**src/rtl/irq_router_pkg.sv**
```systemverilog
package irq_router_pkg;

    // Register update mode chosen by the low address nibble
    typedef enum logic [1:0] {
        UPD_WRITE = 2'd0,
        UPD_SET   = 2'd1,
        UPD_CLEAR = 2'd2,
        UPD_NONE  = 2'd3
    } upd_e;

    // Slot priority levels
    typedef enum logic [1:0] {
        LVL_OFF  = 2'd0,
        LVL_LOW  = 2'd1,
        LVL_HIGH = 2'd2,
        LVL_NMI  = 2'd3
    } lvl_e;

    localparam int SLOT_W    = 4;
    localparam int SLOT_SEC  = 0;
    localparam int SLOT_TYPE = 1;
    localparam int SLOT_LVL  = 2;

    function automatic upd_e decode_upd(input logic [3:0] sub);
        case (sub)
            4'h0:    return UPD_WRITE;
            4'h4:    return UPD_SET;
            4'h8:    return UPD_CLEAR;
            default: return UPD_NONE;
        endcase
    endfunction

endpackage

```
**src/rtl/irq_router_regs.sv**
```systemverilog
module irq_router_regs
    import irq_router_pkg::*;
#(
    parameter int N_SRC       = 32,
    parameter int N_CPU       = 4,
    parameter int ADDR_W      = 12,
    parameter int SRST_CYCLES = 4
) (
    input  logic                   clk,
    input  logic                   rst_n,
    input  logic [N_SRC-1:0]       src_i,
    input  logic                   reg_wr,
    input  logic [ADDR_W-1:0]      reg_addr,
    input  logic [31:0]            reg_wdata,
    input  logic                   reg_secure,
    output logic [31:0]            reg_rdata,
    output logic [N_SRC-1:0]       status_o,
    output logic [N_SRC*N_CPU*SLOT_W-1:0] route_o,
    output logic                   gate_o,
    output logic                   lock_o,
    output logic                   srst_o,
    output logic [N_SRC-1:0]       prev_o
);
    localparam int RW    = N_CPU * SLOT_W;
    localparam int BLK_W = ADDR_W - 4;
    localparam int IDX_W = $clog2(N_SRC);
    localparam int CNT_W = (SRST_CYCLES > 1) ? $clog2(SRST_CYCLES) : 1;

    typedef struct packed {
        logic                       gate;
        logic                       srst;
        logic                       lock;
        logic [CNT_W-1:0]           cnt;
        logic [N_SRC-1:0]           status;
        logic [N_SRC-1:0]           prev;
        logic [N_SRC-1:0][RW-1:0]   route;
    } state_t;

    state_t q, d;

    logic [BLK_W-1:0] blk;
    upd_e             upd;
    logic             hit_ctrl, hit_stat, hit_route;
    logic [IDX_W-1:0] ridx;
    logic [N_SRC-1:0] secured;
    logic [N_SRC-1:0] rise;

    assign blk       = reg_addr[ADDR_W-1:4];
    assign upd       = decode_upd(reg_addr[3:0]);
    assign hit_ctrl  = (blk == '0);
    assign hit_stat  = (blk == BLK_W'(1));
    assign hit_route = (blk >= BLK_W'(2)) && (blk < BLK_W'(2 + N_SRC));
    assign ridx      = IDX_W'(blk - BLK_W'(2));
    assign rise      = src_i & ~q.prev;

    always_comb begin
        for (int i = 0; i < N_SRC; i++) begin
            secured[i] = 1'b0;
            for (int c = 0; c < N_CPU; c++) begin
                secured[i] = secured[i] | q.route[i][c*SLOT_W + SLOT_SEC];
            end
        end
    end

    always_comb begin
        logic [7:0]    ctrl_old, ctrl_new;
        logic [RW-1:0] r_old, r_new;
        d      = q;
        d.prev = src_i;

        // control register
        ctrl_old = {q.gate, q.srst, q.lock, 5'b0};
        case (upd)
            UPD_WRITE: ctrl_new = reg_wdata[7:0];
            UPD_SET:   ctrl_new = ctrl_old | reg_wdata[7:0];
            UPD_CLEAR: ctrl_new = ctrl_old & ~reg_wdata[7:0];
            default:   ctrl_new = ctrl_old;
        endcase
        if (reg_wr && hit_ctrl && upd != UPD_NONE) begin
            d.lock = ctrl_new[5];
            if (!q.lock || reg_secure) begin
                d.gate = ctrl_new[7];
                if (!q.srst) begin
                    d.srst = ctrl_new[6];
                end
            end
        end

        // pending clear
        if (reg_wr && hit_stat && upd == UPD_CLEAR && !q.gate) begin
            d.status = q.status &
                       ~(reg_wdata[N_SRC-1:0] & (reg_secure ? {N_SRC{1'b1}} : ~secured));
        end

        // routing update with per-slot protection
        r_old = q.route[ridx];
        case (upd)
            UPD_WRITE: r_new = reg_wdata[RW-1:0];
            UPD_SET:   r_new = r_old | reg_wdata[RW-1:0];
            UPD_CLEAR: r_new = r_old & ~reg_wdata[RW-1:0];
            default:   r_new = r_old;
        endcase
        if (reg_wr && hit_route && !q.gate) begin
            for (int c = 0; c < N_CPU; c++) begin
                if (reg_secure || !r_old[c*SLOT_W + SLOT_SEC]) begin
                    d.route[ridx][c*SLOT_W +: SLOT_W] = r_new[c*SLOT_W +: SLOT_W];
                end
            end
        end

        // edge capture wins over a clear in the same cycle
        d.status = d.status | rise;

        // soft reset sequence
        if (q.srst) begin
            d.status = '0;
            d.route  = '0;
            if (q.cnt == CNT_W'(SRST_CYCLES - 1)) begin
                d.srst = 1'b0;
                d.cnt  = '0;
            end else begin
                d.cnt = q.cnt + CNT_W'(1);
            end
        end
    end

    always_ff @(posedge clk or negedge rst_n) begin
        if (!rst_n) begin
            q <= '0;
        end else begin
            q <= d;
        end
    end

    // read mux
    always_comb begin
        reg_rdata = '0;
        if (hit_ctrl) begin
            reg_rdata[7:5] = {q.gate, q.srst, q.lock};
        end else if (hit_stat) begin
            reg_rdata[N_SRC-1:0] = q.status & (reg_secure ? {N_SRC{1'b1}} : ~secured);
        end else if (hit_route) begin
            reg_rdata[RW-1:0] = q.route[ridx];
        end
    end

    assign status_o = q.status;
    assign route_o  = q.route;
    assign gate_o   = q.gate;
    assign lock_o   = q.lock;
    assign srst_o   = q.srst;
    assign prev_o   = q.prev;

endmodule

```
**src/rtl/irq_router_arb.sv**
```systemverilog
module irq_router_arb #(
    parameter int N_SRC = 32,
    parameter int ID_W  = $clog2(N_SRC)
) (
    input  logic [N_SRC-1:0]      pend_i,
    input  logic [N_SRC-1:0][1:0] lvl_i,
    input  logic [N_SRC-1:0]      sel_i,
    output logic                  req_o,
    output logic [ID_W-1:0]       id_o
);
    always_comb begin
        logic [1:0] best;
        best = 2'd0;
        id_o = '0;
        for (int i = 0; i < N_SRC; i++) begin
            if (pend_i[i] && sel_i[i] && (lvl_i[i] > best)) begin
                best = lvl_i[i];
                id_o = ID_W'(i);
            end
        end
        req_o = (best != 2'd0);
    end
endmodule

```
**src/rtl/irq_router.sv**
```systemverilog
module irq_router
    import irq_router_pkg::*;
#(
    parameter int N_SRC  = 32,
    parameter int N_CPU  = 4,
    parameter int ADDR_W = 12,
    parameter int ID_W   = $clog2(N_SRC)
) (
    input  logic                  clk,
    input  logic                  rst_n,
    input  logic [N_SRC-1:0]      src_i,
    input  logic                  reg_wr,
    input  logic [ADDR_W-1:0]     reg_addr,
    input  logic [31:0]           reg_wdata,
    input  logic                  reg_secure,
    output logic [31:0]           reg_rdata,
    output logic [N_CPU-1:0]      irq_o,
    output logic [N_CPU-1:0]      fiq_o,
    output logic [N_CPU*ID_W-1:0] irq_id_o,
    output logic [N_CPU*ID_W-1:0] fiq_id_o
);
    localparam int RW = N_CPU * SLOT_W;

    logic [N_SRC-1:0]       status_w;
    logic [N_SRC*RW-1:0]    route_w;
    logic                   gate_w, lock_w, srst_w;
    logic [N_SRC-1:0]       prev_w;

    irq_router_regs #(
        .N_SRC(N_SRC), .N_CPU(N_CPU), .ADDR_W(ADDR_W), .SRST_CYCLES(4)
    ) u_regs (
        .clk(clk), .rst_n(rst_n), .src_i(src_i),
        .reg_wr(reg_wr), .reg_addr(reg_addr), .reg_wdata(reg_wdata),
        .reg_secure(reg_secure), .reg_rdata(reg_rdata),
        .status_o(status_w), .route_o(route_w), .gate_o(gate_w),
        .lock_o(lock_w), .srst_o(srst_w), .prev_o(prev_w)
    );

    logic [N_CPU-1:0][N_SRC-1:0][1:0] lvl_v;
    logic [N_CPU-1:0][N_SRC-1:0]      fiq_sel;

    always_comb begin
        for (int c = 0; c < N_CPU; c++) begin
            for (int i = 0; i < N_SRC; i++) begin
                lvl_v[c][i]   = route_w[i*RW + c*SLOT_W + SLOT_LVL +: 2];
                fiq_sel[c][i] = route_w[i*RW + c*SLOT_W + SLOT_TYPE];
            end
        end
    end

    for (genvar c = 0; c < N_CPU; c++) begin : g_cpu
        irq_router_arb #(.N_SRC(N_SRC), .ID_W(ID_W)) u_irq (
            .pend_i(status_w), .lvl_i(lvl_v[c]), .sel_i(~fiq_sel[c]),
            .req_o(irq_o[c]), .id_o(irq_id_o[c*ID_W +: ID_W])
        );
        irq_router_arb #(.N_SRC(N_SRC), .ID_W(ID_W)) u_fiq (
            .pend_i(status_w), .lvl_i(lvl_v[c]), .sel_i(fiq_sel[c]),
            .req_o(fiq_o[c]), .id_o(fiq_id_o[c*ID_W +: ID_W])
        );
    end

endmodule

```
**config.mk**
```make
export PLATFORM = sky130hd
export DESIGN_NAME = irq_router
export DESIGN_NICKNAME = d
export VERILOG_FILES = /design/src/rtl/irq_router_pkg.sv /design/src/rtl/irq_router_regs.sv /design/src/rtl/irq_router_arb.sv /design/src/rtl/irq_router.sv
export SDC_FILE = /design/constraint.sdc
export NUM_CORES = 2
export LEC_CHECK = 0
export BUFFER_PORTS_ARGS = -buffer_cell sky130_fd_sc_hd__buf_4
export CAP_MARGIN = 0
export CORE_ASPECT_RATIO = 1.25
export CORE_MARGIN = 1
export CORE_UTILIZATION = 55
export DETAILED_ROUTE_END_ITERATION = 8
export PLACE_DENSITY = 0.78
export SYNTH_ARGS = -nofsm -noshare
export SYNTH_HDL_FRONTEND = slang
export SYNTH_SLANG_ARGS = --single-unit
export TNS_END_PERCENT = 50
```
**constraint.sdc**
```tcl
create_clock -name clk -period 54.4 [get_ports clk]
set_input_delay 8.16 -clock clk [delete_from_list [all_inputs] [get_ports clk]]
set_output_delay 8.16 -clock clk [all_outputs]
set_load 0.01 [all_outputs]
```
==> impl_results.md <==
- DRC viols: 0
- Highest achievable clock rate: slightly above 20 MHz
- Worst Hold Class: register to register
- Final nets: 5756
- Root Driver: clkbuf_16
- Syn Area/Cell: between 8 and 9 sq um
- WP buf/inv: 4
- DRT Pass-1 Iters: 7
- Routed Antenna Nets: 0
- Vias in the first global route: around 45000
- DP HPWL: ~140000 um
- Worst Setup End Kind: primary output
- Slew headroom: -0.0318
- CTS tree: yes
- Status: finished with violations
- Die Area: ~0.09 sq mm
- Final wirelength: approximately 180000 um
- Number of gates resized after cts: 0
- Critical path fanouts, max: 18
- Crit-path slowest cell: dfrtp_1
- Cts hold-fix bufs: 0
- Ys async rst share: 1.00
- Syn. warnings: 0
- Post-Route Skew: roughly 0.033 ns
- FF-to-FF path depth: 8
- Filler instances: around 7300
- Die Span X: roughly 270 um
- Worst setup SP type: register
- # rows: 120
- Placed insts: 6502
- Fin cells: 6609
- Failing checks: capacitance limit, slew limit
- Clock Pin Slew Worst Setup and Hold Paths: 0.07 ns
- Most used cell, CP: ha_1
- Post CTS Setup Buffer Count: 0
- Tcrit/Tclk final: 0.912
- Reg-to-reg startpoint: u_regs.route_o[448]
- CTS max path bufs: 3
- Worst EP arrival: about 41 ns
- Initial drt markers: 6284
- GP Congestion: 1.05
- Seq/Total Area, Yosys: 0.306
- Reg2reg end: u_regs.route_o[451]
- Critical path's largest stage delay: around 0.77 ns
- Synth cell types: 116
- Hold Fails Final Rpt: 0
- Slew @ Worst Pin: 1.53 ns
- Via count: between 40000 and 50000
- Crit path kind: register to primary output
- Worst Path Required: approximately 46 ns
- Final Max Tran Viols: 3
- CP top delay family: adder cells
- Final setup viols: 0
- Commonest register cell after synthesis: dfrtp_1
- Syn_nets: 5738
- IO Port Bufs: roughly 160
- RSZ-0062 raised after global routing: no
- Core area: between 0.08 and 0.09 sq mm
- R2R setup slack: roughly 51 ns
- Tot GR Track Use: 0.405
- Num CTS Buffers: 57
- Global-route wire length before repair: ~270000 um
- Share of cells above drive strength 1: 0.123
- Global route overflow: 0
- Via-to-Cell Ratio: slightly above 7
- CTS Sinks: 581
- Crit path time final: between 40 and 50 ns
- CTS H-tree lvls: 2
- TNS Setup: 0 ns
- CP startpoint: u_regs.status_o[0]
- Starting Density: 0.555
- Syn-to-layout area delta: 9.30%
- Max Cap Viol: 1
- DR WL/cell: about 27 um
- Path length in cells of the critical path: 180
- Syn Inst Count: 5384
- I/O pin count: 160
- Initial antenna violation count: 2
- Largest net degree at the start of global routing: roughly 100
- Clk_lat worst skew: between 0.6 and 0.7 ns
- Capture point of the worst path: irq_id_o[14]
- Chip height: between 300 and 400 um
- Post-synth EDFFs: 0
- Synthesized flop and latch total: approximately 580
- Synth Cell Area: between 0.04 and 0.05 sq mm
per-layer routing:
metal | up-vias | track usage | share of wire
li1 | 20800 | - | -
met1 | 23000 | 0.498 | 0.36
met3 | 710 | 0.0764 | 0.11
met5 | - | 0 | 0.00013
met4 | 4 | 0.313 | 0.091
met2 | 3015 | 0.631 | 0.44
Yosys cell counts (60+ instances only):
master	number	share of area
maj3_1	94	0.020
a31oi_1	64	0.0084
mux4_2	128	0.061
o21ai_0	223	0.023
nand3_1	246	0.026
nand2b_1	60	0.0079
and3_1	85	0.011
nor3_1	126	0.013
nand2_1	450	0.036
nor2_1	463	0.037
a22o_1	487	0.090
clkbuf_1	217	0.017
inv_1	229	0.018
a21oi_1	316	0.033
dfrtp_1	581	0.31
and2_1	72	0.0095
ha_1	274	0.072
nor2b_1	114	0.015
per-stage QoR:
step	setup WS (ns)	cell area, sq um	hold slack [ns]	utilization
final	4.79	52000	0.494	0.607
after global routing	1.69	52000	0.514	0.607
after CTS	5.38	52000	0.493	0.607
after detailed placement	6.27	49900	0.488	0.582
after global placement	6.86	49900	0.471	0.582
after floorplan	11.45	47600	0.457	-
flip-flops by register name, summed over array words and instances, names as in the netlist:
signal,cells
u_regs.gate_o,1
u_regs.prev_o,32
u_regs.srst_o,1
u_regs.q,2
u_regs.lock_o,1
u_regs.route_o,512
u_regs.status_o,32
worst min path at each step:
stage / start / cells past startpoint / slack [ns] / endpoint
floorplan: u_regs.q[576] / 1 / 0.46 / u_regs.q[576]
global placement: u_regs.q[576] / 1 / 0.47 / u_regs.q[576]
detailed placement: u_regs.prev_o[29] / 2 / 0.49 / u_regs.status_o[29]
CTS: u_regs.prev_o[24] / 2 / 0.49 / u_regs.status_o[24]
global route: u_regs.prev_o[29] / 2 / 0.51 / u_regs.status_o[29]
finish: u_regs.prev_o[29] / 2 / 0.49 / u_regs.status_o[29]
tightest hold or removal path, stage by stage (launching register included):
cell and delay, ns:
dfrtp_1 0.31, nand2b_1 0.09, a21oi_1 0.05
cells in the final DEF (no fill, tap or decap), types with 41 or more instances in the layout:
master,netlist,final
a21oi_1,316,316
a22o_1,487,487
a22oi_1,46,46
a31oi_1,64,61
and2_1,72,72
and3_1,85,85
buf_4,8,229
clkbuf_16,0,57
dfrtp_1,581,580
ha_1,274,274
inv_1,229,229
maj3_1,94,94
mux2_2,51,51
mux4_2,128,128
nand2_1,450,450
nand2b_1,60,60
nand3_1,246,246
nand4_1,54,54
nor2_1,463,452
nor2b_1,114,114
nor3_1,126,95
nor4_1,58,58
o2111ai_1,45,45
o211ai_1,46,46
o21a_1,41,41
o21ai_0,223,223
o22ai_1,58,58
kinds of logic (layout without fill, tap and decap cells):
group,count (synthesis),count (layout),synth area share
multiplexers,223,223,0.0827
AND/OR/NAND/NOR,1947,1947,0.207
other,0,1,0
buffers and inverters,505,570,0.0416
XOR/XNOR,4,4,0.000736
flip-flops,581,581,0.306
adder cells (fa/ha/maj),370,370,0.0923
AO/OA/AOI/OAI,1754,1754,0.271
area by class of cell:
type / instances / area, sq um / area share
tap: 1159 / 1450 / 0.0279
sequential: 581 / 14500 / 0.280
inverter: 231 / 867 / 0.0167
antenna: 1 / 2.50 / 0.0000481
clock buffer: 77 / 1620 / 0.0312
multi-input combinational: 4298 / 31300 / 0.602
clock inverter: 29 / 453 / 0.00871
timing repair buffer: 233 / 1780 / 0.0342
Power is left out: the tool's default activity adds up to more than one toggle a clock period on the data nets, which glitch-free logic cannot reach.
